--- config.mk ---
export PLATFORM = sky130hd
export DESIGN_NAME = rx_poll_fetch
export DESIGN_NICKNAME = d
export VERILOG_FILES = /design/src/rtl/rxp_pkg.sv /design/src/rtl/rxp_hdr_collect.sv /design/src/rtl/rxp_classify.sv /design/src/rtl/rxp_unpack.sv /design/src/rtl/rxp_poll_fsm.sv /design/src/rtl/rx_poll_fetch.sv
export SDC_FILE = /design/constraint.sdc
export NUM_CORES = 1
export LEC_CHECK = 0
export CAP_MARGIN = 20
export CORE_MARGIN = 3
export CORE_UTILIZATION = 50
export DETAILED_ROUTE_END_ITERATION = 12
export DONT_BUFFER_PORTS = 1
export HOLD_SLACK_MARGIN = 0.03
export SLEW_MARGIN = 15
export SYNTH_ARGS = -nofsm -noshare
export SYNTH_HDL_FRONTEND = slang
export SYNTH_SLANG_ARGS = --single-unit
--- constraint.sdc ---
create_clock -name clk -period 4.1 [get_ports clk]
set_input_delay 0.82 -clock clk [delete_from_list [all_inputs] [get_ports clk]]
set_output_delay 0.82 -clock clk [all_outputs]
set_load 0.01 [all_outputs]
--- src/rtl/rxp_pkg.sv ---
package rxp_pkg;
  typedef enum logic [1:0] {
    BK_INDEX = 2'd0,
    BK_WRITE = 2'd1,
    BK_READ  = 2'd2
  } bus_kind_e;

  typedef enum logic [1:0] {
    RES_NONE    = 2'd0,
    RES_DELIVER = 2'd1,
    RES_DRAIN   = 2'd2,
    RES_FAULT   = 2'd3
  } poll_res_e;

  typedef enum logic [1:0] {
    CL_DELIVER = 2'd0,
    CL_DRAIN   = 2'd1,
    CL_FAULT   = 2'd2
  } pkt_class_e;

  localparam logic [7:0] IX_MASK   = 8'hFF;
  localparam logic [7:0] IX_STATUS = 8'hFE;
  localparam logic [7:0] IX_PEEK   = 8'hF0;
  localparam logic [7:0] IX_FETCH  = 8'hF2;

  localparam logic [7:0] MASK_QUIET  = 8'h80;
  localparam logic [7:0] MASK_ACTIVE = 8'h83;

  localparam int HDR_BYTES = 4;
endpackage

--- src/rtl/rxp_hdr_collect.sv ---
module rxp_hdr_collect #(
  parameter int BUS_BYTES = 2,
  localparam int BUS_W     = 8 * BUS_BYTES,
  localparam int HDR_WORDS = (rxp_pkg::HDR_BYTES + BUS_BYTES - 1) / BUS_BYTES,
  localparam int IDX_W     = (HDR_WORDS > 1) ? $clog2(HDR_WORDS) : 1
) (
  input  logic             clk,
  input  logic             rst_n,
  input  logic             cap_en,
  input  logic [IDX_W-1:0] cap_idx,
  input  logic [BUS_W-1:0] word,
  output logic [31:0]      hdr
);
  // One byte register per header byte; each picks its lane from the word
  // whose index covers it.
  for (genvar b = 0; b < rxp_pkg::HDR_BYTES; b++) begin : g_byte
    localparam int WSEL = b / BUS_BYTES;
    localparam int LANE = b % BUS_BYTES;
    always_ff @(posedge clk) begin
      if (!rst_n) begin
        hdr[8*b +: 8] <= '0;
      end else if (cap_en && (cap_idx == IDX_W'(WSEL))) begin
        hdr[8*b +: 8] <= word[8*LANE +: 8];
      end
    end
  end
endmodule

--- src/rtl/rxp_classify.sv ---
module rxp_classify #(
  parameter int          MIN_LEN  = 64,
  parameter int          MAX_LEN  = 1536,
  parameter logic [15:0] ERR_MASK = 16'hBF00
) (
  input  logic [31:0]         hdr,
  output logic [15:0]         pkt_len,
  output rxp_pkg::pkt_class_e pkt_cls
);
  import rxp_pkg::*;

  logic [15:0] stat;

  assign stat    = hdr[15:0];
  assign pkt_len = hdr[31:16];

  // Priority: runt first, then impossible length, then error status.
  always_comb begin
    if (pkt_len < 16'(MIN_LEN)) begin
      pkt_cls = CL_DRAIN;
    end else if (pkt_len > 16'(MAX_LEN)) begin
      pkt_cls = CL_FAULT;
    end else if ((stat & ERR_MASK) != 16'h0000) begin
      pkt_cls = CL_DRAIN;
    end else begin
      pkt_cls = CL_DELIVER;
    end
  end
endmodule

--- src/rtl/rxp_unpack.sv ---
module rxp_unpack #(
  parameter int BUS_BYTES = 2,
  localparam int BUS_W  = 8 * BUS_BYTES,
  localparam int LANE_W = (BUS_BYTES > 1) ? $clog2(BUS_BYTES) : 1,
  localparam int CNT_W  = $clog2(BUS_BYTES + 1)
) (
  input  logic             clk,
  input  logic             rst_n,
  input  logic             start,
  input  logic [15:0]      start_len,
  input  logic             load,
  input  logic [BUS_W-1:0] word,
  output logic             busy,
  output logic             out_valid,
  input  logic             out_ready,
  output logic [7:0]       out_data,
  output logic             out_last
);
  logic [BUS_W-1:0]  word_q;
  logic [LANE_W-1:0] lane_q;
  logic [CNT_W-1:0]  lanes_left;
  logic [15:0]       bytes_left;
  logic              fire;

  assign out_valid = (lanes_left != '0);
  assign busy      = out_valid;
  assign out_data  = 8'(word_q >> {lane_q, 3'b000});
  assign out_last  = (bytes_left == 16'd1);
  assign fire      = out_valid && out_ready;

  always_ff @(posedge clk) begin
    if (!rst_n) begin
      word_q     <= '0;
      lane_q     <= '0;
      lanes_left <= '0;
      bytes_left <= '0;
    end else if (start) begin
      bytes_left <= start_len;
    end else if (load) begin
      word_q     <= word;
      lane_q     <= '0;
      lanes_left <= (bytes_left >= 16'(BUS_BYTES)) ? CNT_W'(BUS_BYTES)
                                                   : CNT_W'(bytes_left);
    end else if (fire) begin
      lane_q     <= lane_q + 1'b1;
      lanes_left <= lanes_left - 1'b1;
      bytes_left <= bytes_left - 16'd1;
    end
  end

  // an offered byte stays put until taken
  a_r9_out_hold: assert property (@(posedge clk) disable iff (!rst_n)
    out_valid && !out_ready |=> out_valid && $stable(out_data) && $stable(out_last));

  // a new word only arrives once the previous one is fully consumed
  a_r9_load_idle: assert property (@(posedge clk) disable iff (!rst_n)
    load |-> !busy);
endmodule

--- src/rtl/rxp_poll_fsm.sv ---
module rxp_poll_fsm #(
  parameter int BUS_BYTES = 2,
  parameter int MIN_LEN   = 64,
  parameter int MAX_LEN   = 1536,
  localparam int BUS_W     = 8 * BUS_BYTES,
  localparam int HDR_WORDS = (rxp_pkg::HDR_BYTES + BUS_BYTES - 1) / BUS_BYTES,
  localparam int IDX_W     = (HDR_WORDS > 1) ? $clog2(HDR_WORDS) : 1,
  localparam int LANE_SH   = $clog2(BUS_BYTES)
) (
  input  logic                clk,
  input  logic                rst_n,
  input  logic                poll_start,
  input  logic                tx_busy,
  output logic                nic_req,
  output logic [1:0]          nic_kind,
  output logic [BUS_W-1:0]    nic_wdata,
  input  logic                nic_ack,
  input  logic [7:0]          rdata_lo,
  output logic                hdr_cap,
  output logic [IDX_W-1:0]    hdr_idx,
  input  rxp_pkg::pkt_class_e pkt_cls,
  input  logic [15:0]         pkt_len,
  output logic                unp_start,
  output logic                unp_load,
  input  logic                unp_busy,
  output logic [7:0]          irq_status,
  output logic                poll_done,
  output logic [1:0]          poll_result,
  output logic                reset_req
);
  import rxp_pkg::*;

  typedef enum logic [4:0] {
    S_IDLE, S_MASK_IDX, S_MASK_WR, S_ISR_IDX, S_ISR_RD, S_CLR_IDX, S_CLR_WR,
    S_PEEK_IDX, S_PEEK_DUMMY, S_PEEK_MARK, S_HDR_IDX, S_HDR_RD, S_CLASSIFY,
    S_DRAIN_RD, S_DLV_RD, S_DLV_WAIT, S_RST_CHK, S_UNMASK_IDX, S_UNMASK_WR
  } st_e;

  st_e         state;
  logic [7:0]  irq_q;
  logic        pending;
  poll_res_e   result;
  logic        done_q;
  logic        rreq_q;
  logic [15:0] words_left;
  logic [15:0] word_need;

  assign word_need = 16'((17'(pkt_len) + 17'(BUS_BYTES - 1)) >> LANE_SH);

  // Bus operation presented in each state
  always_comb begin
    nic_req   = 1'b0;
    nic_kind  = BK_INDEX;
    nic_wdata = '0;
    unique case (state)
      S_MASK_IDX:   begin nic_req = 1'b1; nic_kind = BK_INDEX; nic_wdata = BUS_W'(IX_MASK);     end
      S_MASK_WR:    begin nic_req = 1'b1; nic_kind = BK_WRITE; nic_wdata = BUS_W'(MASK_QUIET);  end
      S_ISR_IDX:    begin nic_req = 1'b1; nic_kind = BK_INDEX; nic_wdata = BUS_W'(IX_STATUS);   end
      S_ISR_RD:     begin nic_req = 1'b1; nic_kind = BK_READ;                                   end
      S_CLR_IDX:    begin nic_req = 1'b1; nic_kind = BK_INDEX; nic_wdata = BUS_W'(IX_STATUS);   end
      S_CLR_WR:     begin nic_req = 1'b1; nic_kind = BK_WRITE; nic_wdata = BUS_W'(irq_q);       end
      S_PEEK_IDX:   begin nic_req = 1'b1; nic_kind = BK_INDEX; nic_wdata = BUS_W'(IX_PEEK);     end
      S_PEEK_DUMMY: begin nic_req = 1'b1; nic_kind = BK_READ;                                   end
      S_PEEK_MARK:  begin nic_req = 1'b1; nic_kind = BK_READ;                                   end
      S_HDR_IDX:    begin nic_req = 1'b1; nic_kind = BK_INDEX; nic_wdata = BUS_W'(IX_FETCH);    end
      S_HDR_RD:     begin nic_req = 1'b1; nic_kind = BK_READ;                                   end
      S_DRAIN_RD:   begin nic_req = 1'b1; nic_kind = BK_READ;                                   end
      S_DLV_RD:     begin nic_req = 1'b1; nic_kind = BK_READ;                                   end
      S_UNMASK_IDX: begin nic_req = 1'b1; nic_kind = BK_INDEX; nic_wdata = BUS_W'(IX_MASK);     end
      S_UNMASK_WR:  begin nic_req = 1'b1; nic_kind = BK_WRITE; nic_wdata = BUS_W'(MASK_ACTIVE); end
      default:      begin end
    endcase
  end

  assign hdr_cap   = (state == S_HDR_RD) && nic_ack;
  assign unp_start = (state == S_CLASSIFY) && (pkt_cls == CL_DELIVER);
  assign unp_load  = (state == S_DLV_RD) && nic_ack;

  always_ff @(posedge clk) begin
    if (!rst_n) begin
      state      <= S_IDLE;
      irq_q      <= '0;
      pending    <= 1'b0;
      result     <= RES_NONE;
      done_q     <= 1'b0;
      rreq_q     <= 1'b0;
      words_left <= '0;
      hdr_idx    <= '0;
    end else begin
      done_q <= 1'b0;
      rreq_q <= 1'b0;
      unique case (state)
        S_IDLE:       if (poll_start) state <= S_MASK_IDX;
        S_MASK_IDX:   if (nic_ack) state <= S_MASK_WR;
        S_MASK_WR:    if (nic_ack) state <= S_ISR_IDX;
        S_ISR_IDX:    if (nic_ack) state <= S_ISR_RD;
        S_ISR_RD: if (nic_ack) begin
          irq_q <= rdata_lo;
          state <= S_CLR_IDX;
        end
        S_CLR_IDX:    if (nic_ack) state <= S_CLR_WR;
        S_CLR_WR:     if (nic_ack) state <= S_PEEK_IDX;
        S_PEEK_IDX:   if (nic_ack) state <= S_PEEK_DUMMY;
        S_PEEK_DUMMY: if (nic_ack) state <= S_PEEK_MARK;
        S_PEEK_MARK: if (nic_ack) begin
          if (rdata_lo == 8'd1) begin
            hdr_idx <= '0;
            state   <= S_HDR_IDX;
          end else if (rdata_lo > 8'd1) begin
            pending <= 1'b1;
            result  <= RES_FAULT;
            state   <= S_RST_CHK;
          end else begin
            result  <= RES_NONE;
            state   <= S_RST_CHK;
          end
        end
        S_HDR_IDX:    if (nic_ack) state <= S_HDR_RD;
        S_HDR_RD: if (nic_ack) begin
          if (hdr_idx == IDX_W'(HDR_WORDS - 1)) state <= S_CLASSIFY;
          else hdr_idx <= hdr_idx + 1'b1;
        end
        S_CLASSIFY: begin
          unique case (pkt_cls)
            CL_DELIVER: begin
              result     <= RES_DELIVER;
              words_left <= word_need;
              state      <= S_DLV_RD;
            end
            CL_DRAIN: begin
              result     <= RES_DRAIN;
              words_left <= word_need;
              state      <= (word_need == 16'd0) ? S_RST_CHK : S_DRAIN_RD;
            end
            default: begin
              result  <= RES_FAULT;
              pending <= 1'b1;
              state   <= S_RST_CHK;
            end
          endcase
        end
        S_DRAIN_RD: if (nic_ack) begin
          words_left <= words_left - 16'd1;
          if (words_left == 16'd1) state <= S_RST_CHK;
        end
        S_DLV_RD: if (nic_ack) begin
          words_left <= words_left - 16'd1;
          state      <= S_DLV_WAIT;
        end
        S_DLV_WAIT: if (!unp_busy) begin
          state <= (words_left == 16'd0) ? S_RST_CHK : S_DLV_RD;
        end
        S_RST_CHK: begin
          if (pending && !tx_busy) begin
            rreq_q  <= 1'b1;
            pending <= 1'b0;
          end
          state <= S_UNMASK_IDX;
        end
        S_UNMASK_IDX: if (nic_ack) state <= S_UNMASK_WR;
        S_UNMASK_WR: if (nic_ack) begin
          done_q <= 1'b1;
          state  <= S_IDLE;
        end
        default: state <= S_IDLE;
      endcase
    end
  end

  assign irq_status  = irq_q;
  assign poll_done   = done_q;
  assign poll_result = result;
  assign reset_req   = rreq_q;

  // a pending bus request is held unchanged until acknowledged
  a_r12_req_hold: assert property (@(posedge clk) disable iff (!rst_n)
    nic_req && !nic_ack |=> nic_req && $stable(nic_kind) && $stable(nic_wdata));

  // a reset request is only raised when no transmission was in flight
  a_r10_reset_tx_idle: assert property (@(posedge clk) disable iff (!rst_n)
    reset_req |-> !$past(tx_busy));

  // completion follows the active mask write
  a_r11_done_after_mask: assert property (@(posedge clk) disable iff (!rst_n)
    poll_done |-> $past(nic_kind) == 2'd1 && $past(nic_wdata) == BUS_W'(MASK_ACTIVE)
                  && $past(nic_ack));

  // a delivered packet always has a legal length
  a_r8_deliver_len: assert property (@(posedge clk) disable iff (!rst_n)
    poll_done && poll_result == 2'd1 |-> pkt_len >= 16'(MIN_LEN) && pkt_len <= 16'(MAX_LEN));
endmodule

--- src/rtl/rx_poll_fetch.sv ---
module rx_poll_fetch #(
  parameter int          BUS_BYTES = 2,
  parameter int          MIN_LEN   = 64,
  parameter int          MAX_LEN   = 1536,
  parameter logic [15:0] ERR_MASK  = 16'hBF00,
  localparam int BUS_W     = 8 * BUS_BYTES,
  localparam int HDR_WORDS = (rxp_pkg::HDR_BYTES + BUS_BYTES - 1) / BUS_BYTES,
  localparam int IDX_W     = (HDR_WORDS > 1) ? $clog2(HDR_WORDS) : 1
) (
  input  logic             clk,
  input  logic             rst_n,
  input  logic             poll_start,
  input  logic             tx_busy,
  output logic             nic_req,
  output logic [1:0]       nic_kind,
  output logic [BUS_W-1:0] nic_wdata,
  input  logic             nic_ack,
  input  logic [BUS_W-1:0] nic_rdata,
  output logic             out_valid,
  input  logic             out_ready,
  output logic [7:0]       out_data,
  output logic             out_last,
  output logic [15:0]      out_len,
  output logic [7:0]       irq_status,
  output logic             poll_done,
  output logic [1:0]       poll_result,
  output logic             reset_req
);
  logic                hdr_cap;
  logic [IDX_W-1:0]    hdr_idx;
  logic [31:0]         hdr;
  logic [15:0]         pkt_len;
  rxp_pkg::pkt_class_e pkt_cls;
  logic                unp_start;
  logic                unp_load;
  logic                unp_busy;

  rxp_poll_fsm #(
    .BUS_BYTES (BUS_BYTES),
    .MIN_LEN   (MIN_LEN),
    .MAX_LEN   (MAX_LEN)
  ) u_fsm (
    .clk         (clk),
    .rst_n       (rst_n),
    .poll_start  (poll_start),
    .tx_busy     (tx_busy),
    .nic_req     (nic_req),
    .nic_kind    (nic_kind),
    .nic_wdata   (nic_wdata),
    .nic_ack     (nic_ack),
    .rdata_lo    (nic_rdata[7:0]),
    .hdr_cap     (hdr_cap),
    .hdr_idx     (hdr_idx),
    .pkt_cls     (pkt_cls),
    .pkt_len     (pkt_len),
    .unp_start   (unp_start),
    .unp_load    (unp_load),
    .unp_busy    (unp_busy),
    .irq_status  (irq_status),
    .poll_done   (poll_done),
    .poll_result (poll_result),
    .reset_req   (reset_req)
  );

  rxp_hdr_collect #(.BUS_BYTES(BUS_BYTES)) u_hdr (
    .clk     (clk),
    .rst_n   (rst_n),
    .cap_en  (hdr_cap),
    .cap_idx (hdr_idx),
    .word    (nic_rdata),
    .hdr     (hdr)
  );

  rxp_classify #(
    .MIN_LEN  (MIN_LEN),
    .MAX_LEN  (MAX_LEN),
    .ERR_MASK (ERR_MASK)
  ) u_cls (
    .hdr     (hdr),
    .pkt_len (pkt_len),
    .pkt_cls (pkt_cls)
  );

  rxp_unpack #(.BUS_BYTES(BUS_BYTES)) u_unp (
    .clk       (clk),
    .rst_n     (rst_n),
    .start     (unp_start),
    .start_len (pkt_len),
    .load      (unp_load),
    .word      (nic_rdata),
    .busy      (unp_busy),
    .out_valid (out_valid),
    .out_ready (out_ready),
    .out_data  (out_data),
    .out_last  (out_last)
  );

  assign out_len = pkt_len;

  // the controller bus is idle whenever a byte is being offered
  a_r9_no_read_while_offering: assert property (@(posedge clk) disable iff (!rst_n)
    out_valid |-> !nic_req);

  // the length travels unchanged with a stalled byte
  a_r9_len_hold: assert property (@(posedge clk) disable iff (!rst_n)
    out_valid && !out_ready |=> $stable(out_len));
endmodule

==> results.md <==
- For this design the static power due to leakage is 2.18 nW.
- The initial cell density of the core is 51.5%.
- The startpoint identified for the worst hold timing path is u_unp.word_q[5].
- Of all nets on the critical path, the largest fanout is 21.
- The depth of the most critical reg-to-reg path is 8.
- Once the clock tree was built, the resizer swapped 0 gates to a different size.
- The clock network accounts for 35.1% of the total power.
- The synthesized area divided by synthesized cell count is 7.76 um2.
- The category of the worst setup path capture point is an output port.
- Counting tap cells, the placed design contains a total of 805 instances.
- The via count of the first global-routing pass is 4502.
- The number of antenna violations at the first check in global routing is 0.
- The instance area at placement is 5480 um2.
- The number of search-and-repair iterations in the first detailed-routing pass is 6.
- The fraction of the yosys area taken by sequential cells is 33.0%.
- Ranked by total cell area, the synthesized netlist is headed by sky130_fd_sc_hd__dfxtp_1 33%, sky130_fd_sc_hd__nor2_1 6.3%, sky130_fd_sc_hd__mux2i_1 5.9%, sky130_fd_sc_hd__nand2_1 5.4%, sky130_fd_sc_hd__a21oi_1 4.6%.
- For this design, the slowest cell found on the critical path is sky130_fd_sc_hd__dfxtp_1.
- The TritonCTS clock tree is yes.
- Subtracting the final worst setup slack from the clock period gives 3.07 ns.
- The total clock sinks is 93.
- Setup violations remaining at the end of the flow were counted as 0.
- The vias per cell is 5.94.
- The post-route clock period utilization is 74.9%.
- The latest clock arrival within the worst-skew pair is 0.35 ns.
- The width of the die is 112 um.
- In the global route stage, overall resource usage came out at 23.4%.
- Routability-driven placement finished with a final weighted congestion of 0.930.
- The peak ir drop on the vdd network is 0.249 mV.
- The classification of the worst setup path is reg2out.
- The number of buffer and inverter instances along the worst setup path is 0.
- The post-CTS repair timing setup buffer count is 0.
- Measured on the finished design, the core utilization comes to 52.7%.
- Relative to the synthesized area, the layout overhead comes to 2.22%.
- The overall die height is 112 um.
- The cell count after synthesis came out at 726.
- The combinational group share of total power is 21.3%.
- The cell chosen for the clock root is sky130_fd_sc_hd__clkbuf_16.
- The total wirelength of the detailed-routed design is 14900 um.
- The number of hold violations in the final report came to 0.
- The cell depth of the worst min-delay path is 2.
- The die covers 12600 um2.
- Counting the fill cells in the layout gives 1079.
- The sum of overflow across all layers after global routing is 0.
- The max-slew violation count is 0.
- The worst clock skew on the final layout is 0.0111 ns.
- Hold is met by 0.454 ns.
- The maximum clock path buffer count is 2.
- The net switching share of the total power is 32.5%.
- In this run the remaining antenna-violating nets after routing total 0.
- The total number of vias is 4868.
- The initial detailed-routing violation count is 415.
- In the routed design, unresolved DRC markers number 0.
- Counting flops with an async set or reset pin after synthesis yields a share of 0%.
- The library cell used most frequently in the layout, excluding fill and tap cells, is sky130_fd_sc_hd__nor2_1.
- The completed layout was analyzed and its total power is 2.31 mW.
- The number of flip-flops and latches in the synthesized netlist is 93.
- The worst-margin pin slew is 1.08 ns.
- The total of warnings raised by yosys is 0.
- The top-level port count is 79.
- The number of buffers added by the clock tree synthesis step is 9.
- The class of the most critical hold timing path is reg2reg.
- The reg-to-reg endpoint is u_unp.bytes_left[9].
- The number of antenna diodes in the final layout is 0.
- Entering global routing, the biggest net connects 59 pins.
- In the final design database the tool counted 706 nets.
- The power density normalized to cell area is 400 nW/um2.
- The final design area excluding fillers is 5760 um2.
- The data required time at the worst endpoint is 3.28 ns.
- The synthesized netlist contains 68 unique library cells.
- The post-detailed-route wirelength per cell is 18.1 um.
- The maximum clock frequency is 326 MHz.
- The worst hold path terminates at u_unp.word_q[5].
- The core region is 10900 um2.
- The data arrival at the endpoint of the critical path is 2.25 ns.
- In the layout the commonest cells are 95 x sky130_fd_sc_hd__nor2_1, 93 x sky130_fd_sc_hd__dfxtp_1, 81 x sky130_fd_sc_hd__nand2_1, 52 x sky130_fd_sc_hd__a21oi_1, 40 x sky130_fd_sc_hd__o21ai_0.
- The netlist area before placement is 5640 um2.
- The placed wire-length estimate is 10600 um.
- The clock edge transition at the registers on the reported setup and hold paths is 0.07 ns.
- The flow ran to the end, and the final reports show no timing, DRC or antenna violations.
- The reported max-cap violation count is 0.
- The CTS H-tree depth is 3.
- Setup repair after global routing left no endpoint under its margin.
- In this run the biggest area consumer among cell types represents 33.0% of the synthesized area.
- In the synthesized netlist the dominant register cell turns out to be sky130_fd_sc_hd__dfxtp_1.
- Adding up every negative setup slack in the final design gives 0 ns.
- The worst register-to-register path has a setup slack of 1.32 ns.
- The cell repeated most along the worst path is sky130_fd_sc_hd__o21ai_0.
- The reported net switching power is 750 uW.
- The critical path goes through and2_1, nor2_1, o21ai_0, o21a_1, o21ai_0.
- The worst setup path is launched from a register.
- At the placement stage, the worst setup path has a slack of 1.37 ns.
- The number of core rows is 38.
- The first global-routing pass estimated 23900 um of wire.
- In this design, the stage delay of the slowest critical-path cell is 0.75 ns.
- The final non-filler cell total is 820.
- Sequential cells account for 43.6% of the total power.
- The tightest slew margin relative to the limit is 27.9%.
- The quantity of I/O buffers inserted on ports is 0.
- Buffers inserted to repair hold after CTS numbered 0.
- Summed over all instances, the cell type with the most area after synthesis is sky130_fd_sc_hd__dfxtp_1.
- The post-route netlist has 7.65% of its cells at a drive strength greater than 1.
- The startpoint of the worst-slack reg-to-reg timing path is u_fsm.state[2].
- Once routing completed, OpenROAD measured the worst setup slack at 1.03 ns.
- The internal portion of the total power is 1.56 mW.
- The number of synthesized flops with an enable pin is 0.
- The kind of cell with the highest combined delay along the critical path is flip-flops.
-- cell type report --
class	instances	area, um2	area share, %
tap	140	175	3.04
sequential	93	1860	32.3
clock inverter	5	43.8	0.760
timing repair buffer	8	60.1	1.04
inverter	14	52.6	0.912
clock buffer	10	239	4.15
multi-input combinational	550	3330	57.8
-- power by group through the flow --
| stage | logic [mW] | clock network (mW) | registers (mW) |
|---|---|---|---|
| 6_report | 0.492 | 0.810 | 1.00 |
| 5_1_grt | 0.550 | 0.864 | 1.01 |
| 4_1_cts | 0.490 | 0.831 | 1.00 |
| 3_5_place_dp | 0.486 | 0 | 1.02 |
| 3_3_place_gp | 0.481 | 0 | 1.02 |
| 2_1_floorplan | 0.449 | 0 | 0.971 |
-- cell usage after synthesis, types with 6 or more instances --
library cell / n
sky130_fd_sc_hd__nand2_1: 81
sky130_fd_sc_hd__a21oi_1: 52
sky130_fd_sc_hd__xnor2_1: 16
sky130_fd_sc_hd__xor2_1: 18
sky130_fd_sc_hd__nor2b_1: 7
sky130_fd_sc_hd__ha_1: 8
sky130_fd_sc_hd__nor4_1: 14
sky130_fd_sc_hd__nand3_1: 22
sky130_fd_sc_hd__o21a_1: 6
sky130_fd_sc_hd__buf_2: 20
sky130_fd_sc_hd__mux2_2: 8
sky130_fd_sc_hd__a31oi_1: 6
sky130_fd_sc_hd__inv_1: 13
sky130_fd_sc_hd__and2_1: 7
sky130_fd_sc_hd__nor2_1: 95
sky130_fd_sc_hd__buf_4: 25
sky130_fd_sc_hd__a22oi_1: 9
sky130_fd_sc_hd__mux2i_1: 33
sky130_fd_sc_hd__clkbuf_1: 25
sky130_fd_sc_hd__nand4_1: 8
sky130_fd_sc_hd__nor3_1: 15
sky130_fd_sc_hd__o21ai_0: 40
sky130_fd_sc_hd__nand2b_1: 8
sky130_fd_sc_hd__dfxtp_1: 93
sky130_fd_sc_hd__a211oi_1: 13
-- sequential cells by signal, summed over array words and instances, names as in the netlist, 2 cells and up --
name and cells:
u_fsm.poll_result 2, u_hdr.hdr 23, u_unp.word_q 16, u_unp.bytes_left 16
u_fsm.irq_status 8, u_unp.lanes_left 2, u_fsm.state 5, u_fsm.words_left 16
-- how the worst max path moves through the flow --
stage,start,end,slack (ns),cells past startpoint
after floorplan,u_fsm.state[0],nic_wdata[1],1.64,6
after global placement,u_fsm.state[2],u_unp.bytes_left[9],1.42,8
after detailed placement,u_fsm.state[2],u_unp.bytes_left[9],1.37,8
after CTS,u_fsm.state[2],nic_wdata[1],1.05,5
after global routing,u_fsm.state[2],nic_wdata[1],0.81,5
final,u_fsm.state[2],nic_wdata[1],1.03,5
-- tightest hold or removal path: cells and delay by family, from the launching register on --
| family | cells | cell delay [ns] |
|---|---|---|
| and+or+nand+nor | 1 | 0.05 |
| AOI/OAI and AO/OA | 1 | 0.05 |
| DFF | 1 | 0.31 |
-- metal layers --
layer / track usage, % / share of wire [%]
met5: 0 / 0
met4: 7.69 / 1.6
met3: 5.71 / 7.5
met2: 35.9 / 45
met1: 32.4 / 46
-- cells by family after synthesis --
kind of cell / after synthesis / synth area share, %
flip-flops: 93 / 33.0
AO/OA/AOI/OAI: 167 / 18.9
multiplexers: 41 / 7.46
buffers and inverters: 90 / 8.37
adder cells (fa/ha/maj): 8 / 1.78
XOR/XNOR: 35 / 5.57
other: 1 / 0.0665
AND/OR/NAND/NOR: 291 / 24.8
(Power assumes the default switching activity.)
